File: config.mk
export PLATFORM = sky130hd
export DESIGN_NAME = fb_scanout
export DESIGN_NICKNAME = d
export VERILOG_FILES = /design/src/rtl/fb_scanout_pkg.sv /design/src/rtl/fb_regs.sv /design/src/rtl/fb_timing.sv /design/src/rtl/fb_fetch.sv /design/src/rtl/fb_pixel_out.sv /design/src/rtl/fb_scanout.sv
export SDC_FILE = /design/constraint.sdc
export NUM_CORES = 1
export LEC_CHECK = 0
export ABC_CLOCK_PERIOD_IN_PS = 11800
export BUFFER_PORTS_ARGS = -buffer_cell sky130_fd_sc_hd__clkbuf_2
export CAP_MARGIN = 20
export CORE_UTILIZATION = 50
export CTS_CLUSTER_DIAMETER = 40
export DETAILED_ROUTE_END_ITERATION = 10
export HOLD_SLACK_MARGIN = 0.02
export PLACE_DENSITY_LB_ADDON = 0.2
export REMOVE_ABC_BUFFERS = 1
export SKIP_CTS_REPAIR_TIMING = 1
export SYNTH_ARGS = -nofsm -noshare
export SYNTH_HDL_FRONTEND = slang
export SYNTH_SLANG_ARGS = --single-unit
File: constraint.sdc
create_clock -name clk -period 11.8 [get_ports clk]
set_clock_uncertainty 0.15 [all_clocks]
set_input_delay 1.18 -clock clk [delete_from_list [all_inputs] [get_ports clk]]
set_output_delay 1.18 -clock clk [all_outputs]
set_load 0.005 [all_outputs]
File: src/rtl/fb_scanout_pkg.sv
`timescale 1ns/1ps
package fb_scanout_pkg;
  localparam int unsigned WORD_W = 32;

  typedef struct packed {
    logic              enable;
    logic              rotate;
    logic [WORD_W-1:0] base;
  } scan_cfg_t;

  typedef struct packed {
    logic de;
    logic hs_n;
    logic vs_n;
  } vid_ctl_t;
endpackage

File: src/rtl/fb_regs.sv
`timescale 1ns/1ps
module fb_regs
  import fb_scanout_pkg::*;
#(
  parameter int unsigned BASE_BITS = 11
) (
  input  logic              clk,
  input  logic              rst_n,
  input  logic              wr_en,
  input  logic              sel,
  input  logic [WORD_W-1:0] wr_data,
  output logic [WORD_W-1:0] rd_data,
  input  logic              load,
  output scan_cfg_t         cfg
);
  localparam logic [WORD_W-1:0] KEEP_MASK =
    {{BASE_BITS{1'b1}}, {(WORD_W-BASE_BITS){1'b0}}};

  logic [WORD_W-1:0] base_q, base_d;
  logic              en_q, en_d, rot_q, rot_d;
  scan_cfg_t         cfg_q, cfg_d;
  logic              unused_ctl_bits;

  assign unused_ctl_bits = ^wr_data[WORD_W-1:2];

  always_comb begin
    base_d = base_q;
    en_d   = en_q;
    rot_d  = rot_q;
    if (wr_en) begin
      if (sel) begin
        en_d  = wr_data[0];
        rot_d = wr_data[1];
      end else begin
        base_d = wr_data;
      end
    end
    cfg_d = cfg_q;
    if (load) begin
      cfg_d.enable = en_q;
      cfg_d.rotate = rot_q;
      cfg_d.base   = base_q & KEEP_MASK;
    end
  end

  always_ff @(posedge clk or negedge rst_n) begin
    if (!rst_n) begin
      base_q <= '0;
      en_q   <= 1'b0;
      rot_q  <= 1'b0;
      cfg_q  <= '0;
    end else begin
      base_q <= base_d;
      en_q   <= en_d;
      rot_q  <= rot_d;
      cfg_q  <= cfg_d;
    end
  end

  assign rd_data = sel ? {{(WORD_W-2){1'b0}}, rot_q, en_q} : base_q;
  assign cfg     = cfg_q;

  // the shadow set only moves on the frame load tick
  p_shadow_hold_r10: assert property (@(posedge clk) disable iff (!rst_n)
    !load |=> $stable(cfg_q));

  // a base write is held for readback
  p_base_kept_r1: assert property (@(posedge clk) disable iff (!rst_n)
    (wr_en && !sel) |=> (base_q == $past(wr_data)));
endmodule

File: src/rtl/fb_timing.sv
`timescale 1ns/1ps
module fb_timing #(
  parameter int unsigned H_VIS  = 640,
  parameter int unsigned H_FP   = 16,
  parameter int unsigned H_SYNC = 96,
  parameter int unsigned H_BP   = 48,
  parameter int unsigned V_VIS  = 480,
  parameter int unsigned V_FP   = 10,
  parameter int unsigned V_SYNC = 2,
  parameter int unsigned V_BP   = 33,
  parameter int unsigned HW     = 10,
  parameter int unsigned VW     = 10
) (
  input  logic          clk,
  input  logic          rst_n,
  input  logic          ce,
  output logic [HW-1:0] hcnt,
  output logic [VW-1:0] vcnt,
  output logic          active,
  output logic          hs_n,
  output logic          vs_n,
  output logic          frame_load
);
  localparam int unsigned H_TOT = H_VIS + H_FP + H_SYNC + H_BP;
  localparam int unsigned V_TOT = V_VIS + V_FP + V_SYNC + V_BP;
  localparam int unsigned HS_B  = H_VIS + H_FP;
  localparam int unsigned HS_E  = HS_B + H_SYNC;
  localparam int unsigned VS_B  = V_VIS + V_FP;
  localparam int unsigned VS_E  = VS_B + V_SYNC;

  logic [HW-1:0] h_q, h_d;
  logic [VW-1:0] v_q, v_d;

  always_comb begin
    h_d = h_q;
    v_d = v_q;
    if (ce) begin
      if (h_q == HW'(H_TOT-1)) begin
        h_d = '0;
        v_d = (v_q == VW'(V_TOT-1)) ? '0 : v_q + VW'(1);
      end else begin
        h_d = h_q + HW'(1);
      end
    end
  end

  always_ff @(posedge clk or negedge rst_n) begin
    if (!rst_n) begin
      h_q <= '0;
      v_q <= '0;
    end else begin
      h_q <= h_d;
      v_q <= v_d;
    end
  end

  assign hcnt       = h_q;
  assign vcnt       = v_q;
  assign active     = (h_q < HW'(H_VIS)) && (v_q < VW'(V_VIS));
  assign hs_n       = !((h_q >= HW'(HS_B)) && (h_q < HW'(HS_E)));
  assign vs_n       = !((v_q >= VW'(VS_B)) && (v_q < VW'(VS_E)));
  assign frame_load = ce && (h_q == '0) && (v_q == VW'(V_VIS));

  // counters freeze without a tick
  p_hold_no_ce_r11: assert property (@(posedge clk) disable iff (!rst_n)
    !ce |=> ($stable(h_q) && $stable(v_q)));

  // column counter stays inside the line
  p_hrange_r3: assert property (@(posedge clk) disable iff (!rst_n)
    h_q <= HW'(H_TOT-1));

  // vertical sync only inside blanking
  p_vsync_blank_r4: assert property (@(posedge clk) disable iff (!rst_n)
    !vs_n |-> !active);
endmodule

File: src/rtl/fb_fetch.sv
`timescale 1ns/1ps
module fb_fetch
  import fb_scanout_pkg::*;
#(
  parameter int unsigned H_VIS       = 640,
  parameter int unsigned V_VIS       = 480,
  parameter int unsigned PITCH_WORDS = 1024,
  parameter int unsigned HW          = 10,
  parameter int unsigned VW          = 10
) (
  input  logic              clk,
  input  logic              rst_n,
  input  logic [HW-1:0]     hcnt,
  input  logic [VW-1:0]     vcnt,
  input  logic              active,
  input  scan_cfg_t         cfg,
  output logic              mem_req,
  output logic [WORD_W-1:0] mem_addr
);
  localparam logic [WORD_W-1:0] PITCH_BYTES = WORD_W'(PITCH_WORDS * 4);

  logic [WORD_W-1:0] col, row, offs;

  always_comb begin
    if (cfg.rotate) begin
      col = WORD_W'(H_VIS-1) - WORD_W'(hcnt);
      row = WORD_W'(V_VIS-1) - WORD_W'(vcnt);
    end else begin
      col = WORD_W'(hcnt);
      row = WORD_W'(vcnt);
    end
    offs = (row * PITCH_BYTES) + (col << 2);
  end

  assign mem_req  = active && cfg.enable;
  assign mem_addr = cfg.base + offs;

  // requests only for visible positions
  p_req_area_r5: assert property (@(posedge clk) disable iff (!rst_n)
    mem_req |-> active);

  // word aligned fetches
  p_req_aligned_r5: assert property (@(posedge clk) disable iff (!rst_n)
    mem_req |-> (mem_addr[1:0] == 2'b00));

  // mirrored column stays within the shown part of a row
  p_col_in_row_r6: assert property (@(posedge clk) disable iff (!rst_n)
    mem_req |-> (col < WORD_W'(H_VIS)));
endmodule

File: src/rtl/fb_pixel_out.sv
`timescale 1ns/1ps
module fb_pixel_out
  import fb_scanout_pkg::*;
#(
  parameter int unsigned RD_LAT = 2
) (
  input  logic              clk,
  input  logic              rst_n,
  input  logic              ce,
  input  vid_ctl_t          ctl_in,
  input  logic [WORD_W-1:0] rd_data,
  output vid_ctl_t          ctl_out,
  output logic [7:0]        red,
  output logic [7:0]        green,
  output logic [7:0]        blue
);
  localparam vid_ctl_t IDLE = '{de: 1'b0, hs_n: 1'b1, vs_n: 1'b1};

  vid_ctl_t [RD_LAT-1:0] pipe_q, pipe_d;
  vid_ctl_t              tail, out_q, out_d;
  logic [23:0]           rgb_q, rgb_d;
  logic                  unused_pad;

  assign unused_pad = ^rd_data[WORD_W-1:24];
  assign tail       = pipe_q[RD_LAT-1];

  always_comb begin
    pipe_d    = pipe_q;
    out_d     = out_q;
    rgb_d     = rgb_q;
    if (ce) begin
      pipe_d[0] = ctl_in;
      for (int i = 1; i < RD_LAT; i++) pipe_d[i] = pipe_q[i-1];
      out_d = tail;
      rgb_d = tail.de ? rd_data[23:0] : 24'h0;
    end
  end

  always_ff @(posedge clk or negedge rst_n) begin
    if (!rst_n) begin
      pipe_q <= {RD_LAT{IDLE}};
      out_q  <= IDLE;
      rgb_q  <= '0;
    end else begin
      pipe_q <= pipe_d;
      out_q  <= out_d;
      rgb_q  <= rgb_d;
    end
  end

  assign ctl_out = out_q;
  assign red     = rgb_q[23:16];
  assign green   = rgb_q[15:8];
  assign blue    = rgb_q[7:0];

  // black whenever data enable is low
  p_black_blank_r8: assert property (@(posedge clk) disable iff (!rst_n)
    !out_q.de |-> (rgb_q == 24'h0));

  // colour holds without a tick
  p_rgb_hold_r11: assert property (@(posedge clk) disable iff (!rst_n)
    !ce |=> ($stable(rgb_q) && $stable(out_q)));
endmodule

File: src/rtl/fb_scanout.sv
`timescale 1ns/1ps
module fb_scanout
  import fb_scanout_pkg::*;
#(
  parameter int unsigned H_VIS       = 640,
  parameter int unsigned H_FP        = 16,
  parameter int unsigned H_SYNC      = 96,
  parameter int unsigned H_BP        = 48,
  parameter int unsigned V_VIS       = 480,
  parameter int unsigned V_FP        = 10,
  parameter int unsigned V_SYNC      = 2,
  parameter int unsigned V_BP        = 33,
  parameter int unsigned PITCH_WORDS = 1024,
  parameter int unsigned BASE_BITS   = 11,
  parameter int unsigned RD_LAT      = 2
) (
  input  logic        clk,
  input  logic        rst_n,
  input  logic        pix_ce,
  input  logic        reg_we,
  input  logic        reg_sel,
  input  logic [31:0] reg_wdata,
  output logic [31:0] reg_rdata,
  output logic        mem_req,
  output logic [31:0] mem_addr,
  input  logic [31:0] mem_rdata,
  output logic        hsync_n,
  output logic        vsync_n,
  output logic        de,
  output logic [7:0]  red,
  output logic [7:0]  green,
  output logic [7:0]  blue
);
  localparam int unsigned HW = $clog2(H_VIS + H_FP + H_SYNC + H_BP);
  localparam int unsigned VW = $clog2(V_VIS + V_FP + V_SYNC + V_BP);

  logic [1:0]    rst_sync_q;
  logic          rst_int_n;
  logic [HW-1:0] hcnt;
  logic [VW-1:0] vcnt;
  logic          active, hs_n_raw, vs_n_raw, frame_load;
  scan_cfg_t     cfg;
  vid_ctl_t      ctl_raw, ctl_out;

  always_ff @(posedge clk or negedge rst_n) begin
    if (!rst_n) rst_sync_q <= 2'b00;
    else        rst_sync_q <= {rst_sync_q[0], 1'b1};
  end
  assign rst_int_n = rst_sync_q[1];

  fb_regs #(.BASE_BITS(BASE_BITS)) u_regs (
    .clk(clk), .rst_n(rst_int_n), .wr_en(reg_we), .sel(reg_sel),
    .wr_data(reg_wdata), .rd_data(reg_rdata), .load(frame_load), .cfg(cfg)
  );

  fb_timing #(
    .H_VIS(H_VIS), .H_FP(H_FP), .H_SYNC(H_SYNC), .H_BP(H_BP),
    .V_VIS(V_VIS), .V_FP(V_FP), .V_SYNC(V_SYNC), .V_BP(V_BP),
    .HW(HW), .VW(VW)
  ) u_timing (
    .clk(clk), .rst_n(rst_int_n), .ce(pix_ce), .hcnt(hcnt), .vcnt(vcnt),
    .active(active), .hs_n(hs_n_raw), .vs_n(vs_n_raw), .frame_load(frame_load)
  );

  fb_fetch #(
    .H_VIS(H_VIS), .V_VIS(V_VIS), .PITCH_WORDS(PITCH_WORDS), .HW(HW), .VW(VW)
  ) u_fetch (
    .clk(clk), .rst_n(rst_int_n), .hcnt(hcnt), .vcnt(vcnt), .active(active),
    .cfg(cfg), .mem_req(mem_req), .mem_addr(mem_addr)
  );

  assign ctl_raw = '{de: mem_req, hs_n: hs_n_raw, vs_n: vs_n_raw};

  fb_pixel_out #(.RD_LAT(RD_LAT)) u_pix (
    .clk(clk), .rst_n(rst_int_n), .ce(pix_ce), .ctl_in(ctl_raw),
    .rd_data(mem_rdata), .ctl_out(ctl_out), .red(red), .green(green), .blue(blue)
  );

  assign hsync_n = ctl_out.hs_n;
  assign vsync_n = ctl_out.vs_n;
  assign de      = ctl_out.de;

  // a disabled shadow set never fetches
  p_dark_when_off_r9: assert property (@(posedge clk) disable iff (!rst_int_n)
    !cfg.enable |-> !mem_req);
endmodule

Word level (Yosys, flattened, before mapping)

Index checks and enable logic that the tools add are counted.

Output and inout bits: 92
Bits in registers: 102
Logic and storage cells: 53
Input bits: 69

Muxes and demuxes: 6
Reduce and logical (&&, ||, !) cells: 12
Equality and inequality tests: 3
$add $sub $neg: 6
$lt $le $gt $ge: 6
Bitwise gates (word level): 1

Operators with widths:

| operator                                                                      | number |
|---|---|
| 32-bit adder                                                                  | 2 |
| 32-bit 2-to-1 mux                                                             | 1 |
| 30-bit 2-to-1 mux                                                             | 1 |
| 24-bit 2-to-1 mux                                                             | 1 |
| 10-bit by 1-bit adder with 10-bit output, second input constant               | 2 |
| 10-bit == test, second input constant                                         | 2 |
| 10-bit less-than comparator, second input constant                            | 2 |
| 10-bit by 9-bit less-than comparator with 1-bit output, second input constant | 2 |
| 10-bit 2-to-1 mux                                                             | 2 |
| 20-bit 2-to-1 mux                                                             | 1 |
| 10-bit by 10-bit subtractor with 11-bit output, first input constant          | 1 |
| 9-bit by 10-bit subtractor with 11-bit output, first input constant           | 1 |
| 10-bit by 9-bit == test with 1-bit output, second input constant              | 1 |
| 10-bit >= comparator, second input constant                                   | 1 |
| 10-bit by 9-bit >= comparator with 1-bit output, second input constant        | 1 |
| 10-bit logical NOT                                                            | 1 |
| 1-bit logical AND                                                             | 6 |
| 2-bit AND reduction                                                           | 3 |
| 1-bit logical NOT                                                             | 2 |
| 1-bit inverter                                                                | 1 |

Longest topological paths before layout

Word-level depth: 4
Depth in mapped cells: 14
Gate-level depth less buffers: 12

By module

Synthesis repeated with hierarchy kept, for this count alone.

Cell total of the unflattened synthesis: 748
Area total of the unflattened synthesis: 7522.2 um^2

Modules (own cells, without submodules):

| module       | seq. area each (um^2) | instances | cells an instance | area an instance (um^2) |
|---|---|---|---|---|
| fb_fetch     | 0.0                   | 1         | 348               | 2670.1 |
| fb_regs      | 1176.1                | 1         | 158               | 2289.7 |
| fb_pixel_out | 833.3                 | 1         | 123               | 1342.5 |
| fb_timing    | 500.5                 | 1         | 116               | 1166.1 |
| fb_scanout   | 50.0                  | 1         | 3                 | 53.8 |

Worst setup path after synthesis

OpenSTA, ideal clock, no wires.

Kind: register to output
From: register u_timing.h_q[7], in the netlist u_timing.hcnt[7]
To: output mem_addr[30]
Buffers on the path: 1
Cell stages (with the launch flop): 12
Data required time: 10.470 ns
Arrival time: 3.291 ns
Path slack: 7.179 ns
Cells stage by stage: dfrtp_1 > o21ai_0 > or2_2 > inv_1 > fa_1 > ha_1 > clkbuf_1 > nand2_1 > o21a_1 > or4_1 > nand3_1 > xor2_1

Word-level cells in the longest chain between the ends: 4

Ends and longest elaborated chain:

| item                                           | line             | text |
|---|---|---|
| from (decl)                                    | fb_timing.sv:31  | `logic [HW-1:0] h_q, h_d;` |
| from (signal assigned)                         | fb_timing.sv:49  | `h_q <= '0;` |
| from (signal assigned)                         | fb_timing.sv:52  | `h_q <= h_d;` |
| 10-bit by 10-bit subtractor with 11-bit output | fb_fetch.sv:26   | `col = WORD_W'(H_VIS-1) - WORD_W'(hcnt);` |
| 30-bit 2-to-1 mux (*)                          | fb_fetch.sv:25   | `if (cfg.rotate) begin` |
| 32-bit adder (*)                               | fb_fetch.sv:32   | `offs = (row * PITCH_BYTES) + (col << 2);` |
| 32-bit adder (*)                               | fb_fetch.sv:36   | `assign mem_addr = cfg.base + offs;` |
| to (decl)                                      | fb_scanout.sv:25 | `output logic [31:0] mem_addr,` |

Every way passes the cells marked *; elsewhere a longest branch is shown, timed or not.

Final worst setup path

From: register u_regs.cfg_q (netlist bit u_regs.cfg[32])
To: output mem_addr[25]

Word-level cells in the longest chain between the ends: 3
Elaborated cells on any way between the ends: 4
Classes of those cells: add/sub: 2; mux: 2

Ends and longest elaborated chain:

| item                                                          | line           | text |
|---|---|---|
| from (decl)                                                   | fb_regs.sv:21  | `scan_cfg_t cfg_q, cfg_d;` |
| from (signal assigned)                                        | fb_regs.sv:56  | `cfg_q <= cfg_d;` |
| 30-bit 2-to-1 mux / 20-bit 2-to-1 mux (equally long branches) | fb_fetch.sv:25 |  |
| 32-bit adder (*)                                              | fb_fetch.sv:32 |  |
| 32-bit adder (*)                                              | fb_fetch.sv:36 |  |

Marks and branches as above.

==> out/metrics.csv <==
metric,value,unit
result_of_the_run,completed,
synth.ff_latch_count,102,
detail_route.first_pass.iterations,4,
route.detailed.drc,0,
critical_path_class,reg2out,
effective_utilization_at_floorplan,51.2,%
ctsHtreeMaxLevel,3,
report.final.setup_viol,0,
worst-slew-pin-transition,0.892,ns
worstPathRequired,10.47,ns
viasPerCell,5.29,
synth_area_per_cell,10.2,µm²
clock-root-buffer,sky130_fd_sc_hd__clkbuf_16,
num_vias,4625,
post_dp_cell_area,6900,µm²
drt.antenna.violating_nets,0,
hold-worst-slack,0.135,ns
core_region_area,12000,µm²
synth.top_cells.by_count,"96 x sky130_fd_sc_hd__dfrtp_1, 60 x sky130_fd_sc_hd__inv_1, 57 x sky130_fd_sc_hd__mux2_2, 44 x sky130_fd_sc_hd__o21ai_0, 37 x sky130_fd_sc_hd__nand3_1",
final_hold_viol_count,0,
netlist.area_leader.share,39.2,%
synth_cells,598,
io_pins,161,
power.density,114,nW/µm²
holdCritPathClass,reg2async,
rsz0062_at_grt,false,
io_buffers,150,
clock_sinks,102,
die_w,113,µm
die_area,12700,µm²
worstSetupEndpointType,output port,
tns,0,ns
detailedPlace.worstSlack,6.20,ns
slew_headroom,40.5,%
final-max-slew-violation-count,0,
cts_buffers,9,
grt.overflow.total,0,
final_min_period_over_clock_period,50.0,%
wire_length_of_the_first_global_routing_pass,21200,µm
share_comb_of_total_power,12.0,%
share_seq_of_total_power,49.5,%
route.final.wire_length,12500,µm
synth-edff-count,0,
postSynth.asyncResetShare,100,%
ys.flop_type,sky130_fd_sc_hd__dfrtp_1,
ir_worst_vdd,0.0000878,V
insertion_delay,0.34,ns
yosys.cell_types.count,62,
clock_power_share,38.4,%
synth_seq_area_share,41.8,%
fillers,1048,
detail_route.iter0.violations,388,
routabilityCongestion,0.845,
rows,40,
cap_violations,0,
synthMostInstantiatedCell,sky130_fd_sc_hd__dfrtp_1,
grt_pass1_vias,4504,
final.min_clock_period,5.90,ns
clkSlewWorstSetupHoldPaths,0.07,ns
total_switching_power,204,µW
globalRouteTotalUtil,20.8,%
power_report.internal_total,619,µW
synthToLayoutAreaGrowth,17.9,%
final_instance_area,7220,µm²
cp_cell_sequence,"inv_1, or2_2, inv_1, ha_1, ha_1, fa_1, a21o_1, a221oi_2, o31a_1, o21ai_0, xor2_1, clkbuf_2",
hpwlAfterDp,9180,µm
cts_tree,yes,
critPathSlowestCell,sky130_fd_sc_hd__dfrtp_1,
grt_max_degree,68,
final.setup.worst_slack,5.90,ns
finish.net_count,838,
yosys-top-cells-area,"sky130_fd_sc_hd__dfrtp_1 39%, sky130_fd_sc_hd__mux2_2 10%, sky130_fd_sc_hd__ha_1 7.1%",
layout-drive-gt1-share,34.1,%
antenna-diode-count,0,
avgRoutedWirePerCell,14.3,µm
floorplan.die.height,113,µm
arrival_time_reported_for_the_critical_path_endpoint,4.57,ns
initial_antenna_violation_count,0,
worst_path_largest_cell_delay,0.93,ns
clockBufferDepth,2,
critical_path_peak_fanout,21,
switching_share,24.8,%
p_leak,3.68,nW
synth_area,6130,µm²
yosys.area.top_type,sky130_fd_sc_hd__dfrtp_1,
worst_setup_path_start_kind,flip-flop,
yosysWarningCount,0,
max_clock_freq,0.170,GHz
cell type report:
class	count	area, µm²	share of cell area (%)
Clock buffer	10	229	3.17
Clock inverter	6	93.8	1.30
Inverter	60	225	3.12
Multi-Input combinational cell	397	3150	43.7
Sequential cell	102	2560	35.5
Tap cell	147	184	2.55
Timing Repair Buffer	153	773	10.7
worst paths after layout:
path,cells after the start,end,startpoint,slack (ns)
min reg2reg,0,u_regs.base_q[31]$_DFFE_PN0P_,rst_sync_q[1]$_DFF_PN0_,0.13
max,12,mem_addr[25],u_regs.cfg[32]$_DFFE_PN0P_,5.90
min in group clk,0,rst_sync_q[1]$_DFF_PN0_,rst_sync_q[0]$_DFF_PN0_,0.20
max reg2reg,4,u_regs.cfg[26]$_DFFE_PN0P_,u_timing.hcnt[7]$_DFFE_PN0P_,9.42
max in group asynchronous,1,u_timing.hcnt[1]$_DFFE_PN0P_,rst_sync_q[1]$_DFF_PN0_,10.21
min,0,u_regs.base_q[31]$_DFFE_PN0P_,rst_sync_q[1]$_DFF_PN0_,0.13
flip-flops by register name, indices dropped and copies added (netlist names), 2 cells and up:
register,count
u_timing.hcnt,10
u_pix.pipe_q,6
u_regs.cfg,13
u_regs.base_q,32
u_pix.rgb_q,24
rst_sync_q,2
u_pix.ctl_out,3
u_timing.vcnt,10
power groups by stage:
stage                     registers (mW)  logic [mW]  clock network [mW]
after floorplan                    0.408      0.0555                   0
after global placement             0.413      0.0979                   0
after detailed placement           0.414       0.100                   0
after CTS                          0.408       0.101               0.327
after global routing               0.413       0.110               0.341
final                              0.408      0.0990               0.317
logic make-up (layout without fill, tap and decap cells):
logic type      Yosys count  count (layout)  share of synthesized area, %
simple gates            154             154                          14.3
other cells               2               3                         0.123
xor+xnor                 45              45                          6.56
fa+ha+maj                46              46                          10.7
mux                      58              58                          10.7
compound gates           91              91                          9.01
buf+inv                 100             229                          6.84
flops                   102             102                          41.8
stage by stage:
step	std cells	total power, mW	util (%)
2_1_floorplan	559	0.464	-
3_3_place_gp	859	0.511	57.7
3_5_place_dp	859	0.515	57.7
4_1_cts	875	0.835	60.4
5_1_grt	875	0.864	60.4
6_report	875	0.824	60.4
placed cells by master (no fill, tap or decap), types with 3 or more instances in the layout:
cell type / instances
sky130_fd_sc_hd__a21oi_1: 21
sky130_fd_sc_hd__and3_1: 5
sky130_fd_sc_hd__dfstp_2: 6
sky130_fd_sc_hd__xor2_1: 26
sky130_fd_sc_hd__nor2_1: 17
sky130_fd_sc_hd__nor3b_1: 3
sky130_fd_sc_hd__o21ai_0: 44
sky130_fd_sc_hd__buf_4: 3
sky130_fd_sc_hd__o21a_1: 3
sky130_fd_sc_hd__nand4_1: 8
sky130_fd_sc_hd__ha_1: 35
sky130_fd_sc_hd__dfrtp_1: 95
sky130_fd_sc_hd__nand3_1: 37
sky130_fd_sc_hd__clkbuf_16: 9
sky130_fd_sc_hd__nor3_1: 4
sky130_fd_sc_hd__conb_1: 3
sky130_fd_sc_hd__clkbuf_2: 150
sky130_fd_sc_hd__xnor2_1: 18
sky130_fd_sc_hd__fa_1: 11
sky130_fd_sc_hd__mux2_2: 57
sky130_fd_sc_hd__inv_1: 60
sky130_fd_sc_hd__nand2_1: 28
sky130_fd_sc_hd__nor2b_1: 30
metal layers:
metal | share of wire, % | vias to the layer above | GRT usage (%)
li1 | - | 2280 | -
met1 | 46 | 2199 | 27.7
met2 | 47 | 137 | 33.0
met3 | 6.7 | 9 | 6.48
met4 | 0.89 | 0 | 5.78
met5 | 0 | - | 0
worst max-delay path, delay by kind of cell (launching register included):
| kind | cells | cell delay, ns |
|---|---|---|
| AO/OA/AOI/OAI | 4 | 1.02 |
| adder cells (fa/ha/maj) | 3 | 0.95 |
| flip-flops | 1 | 0.93 |
| buffers and inverters | 3 | 0.67 |
| AND/OR/NAND/NOR | 1 | 0.49 |
| XOR/XNOR | 1 | 0.16 |
(Power assumes the default switching activity.)
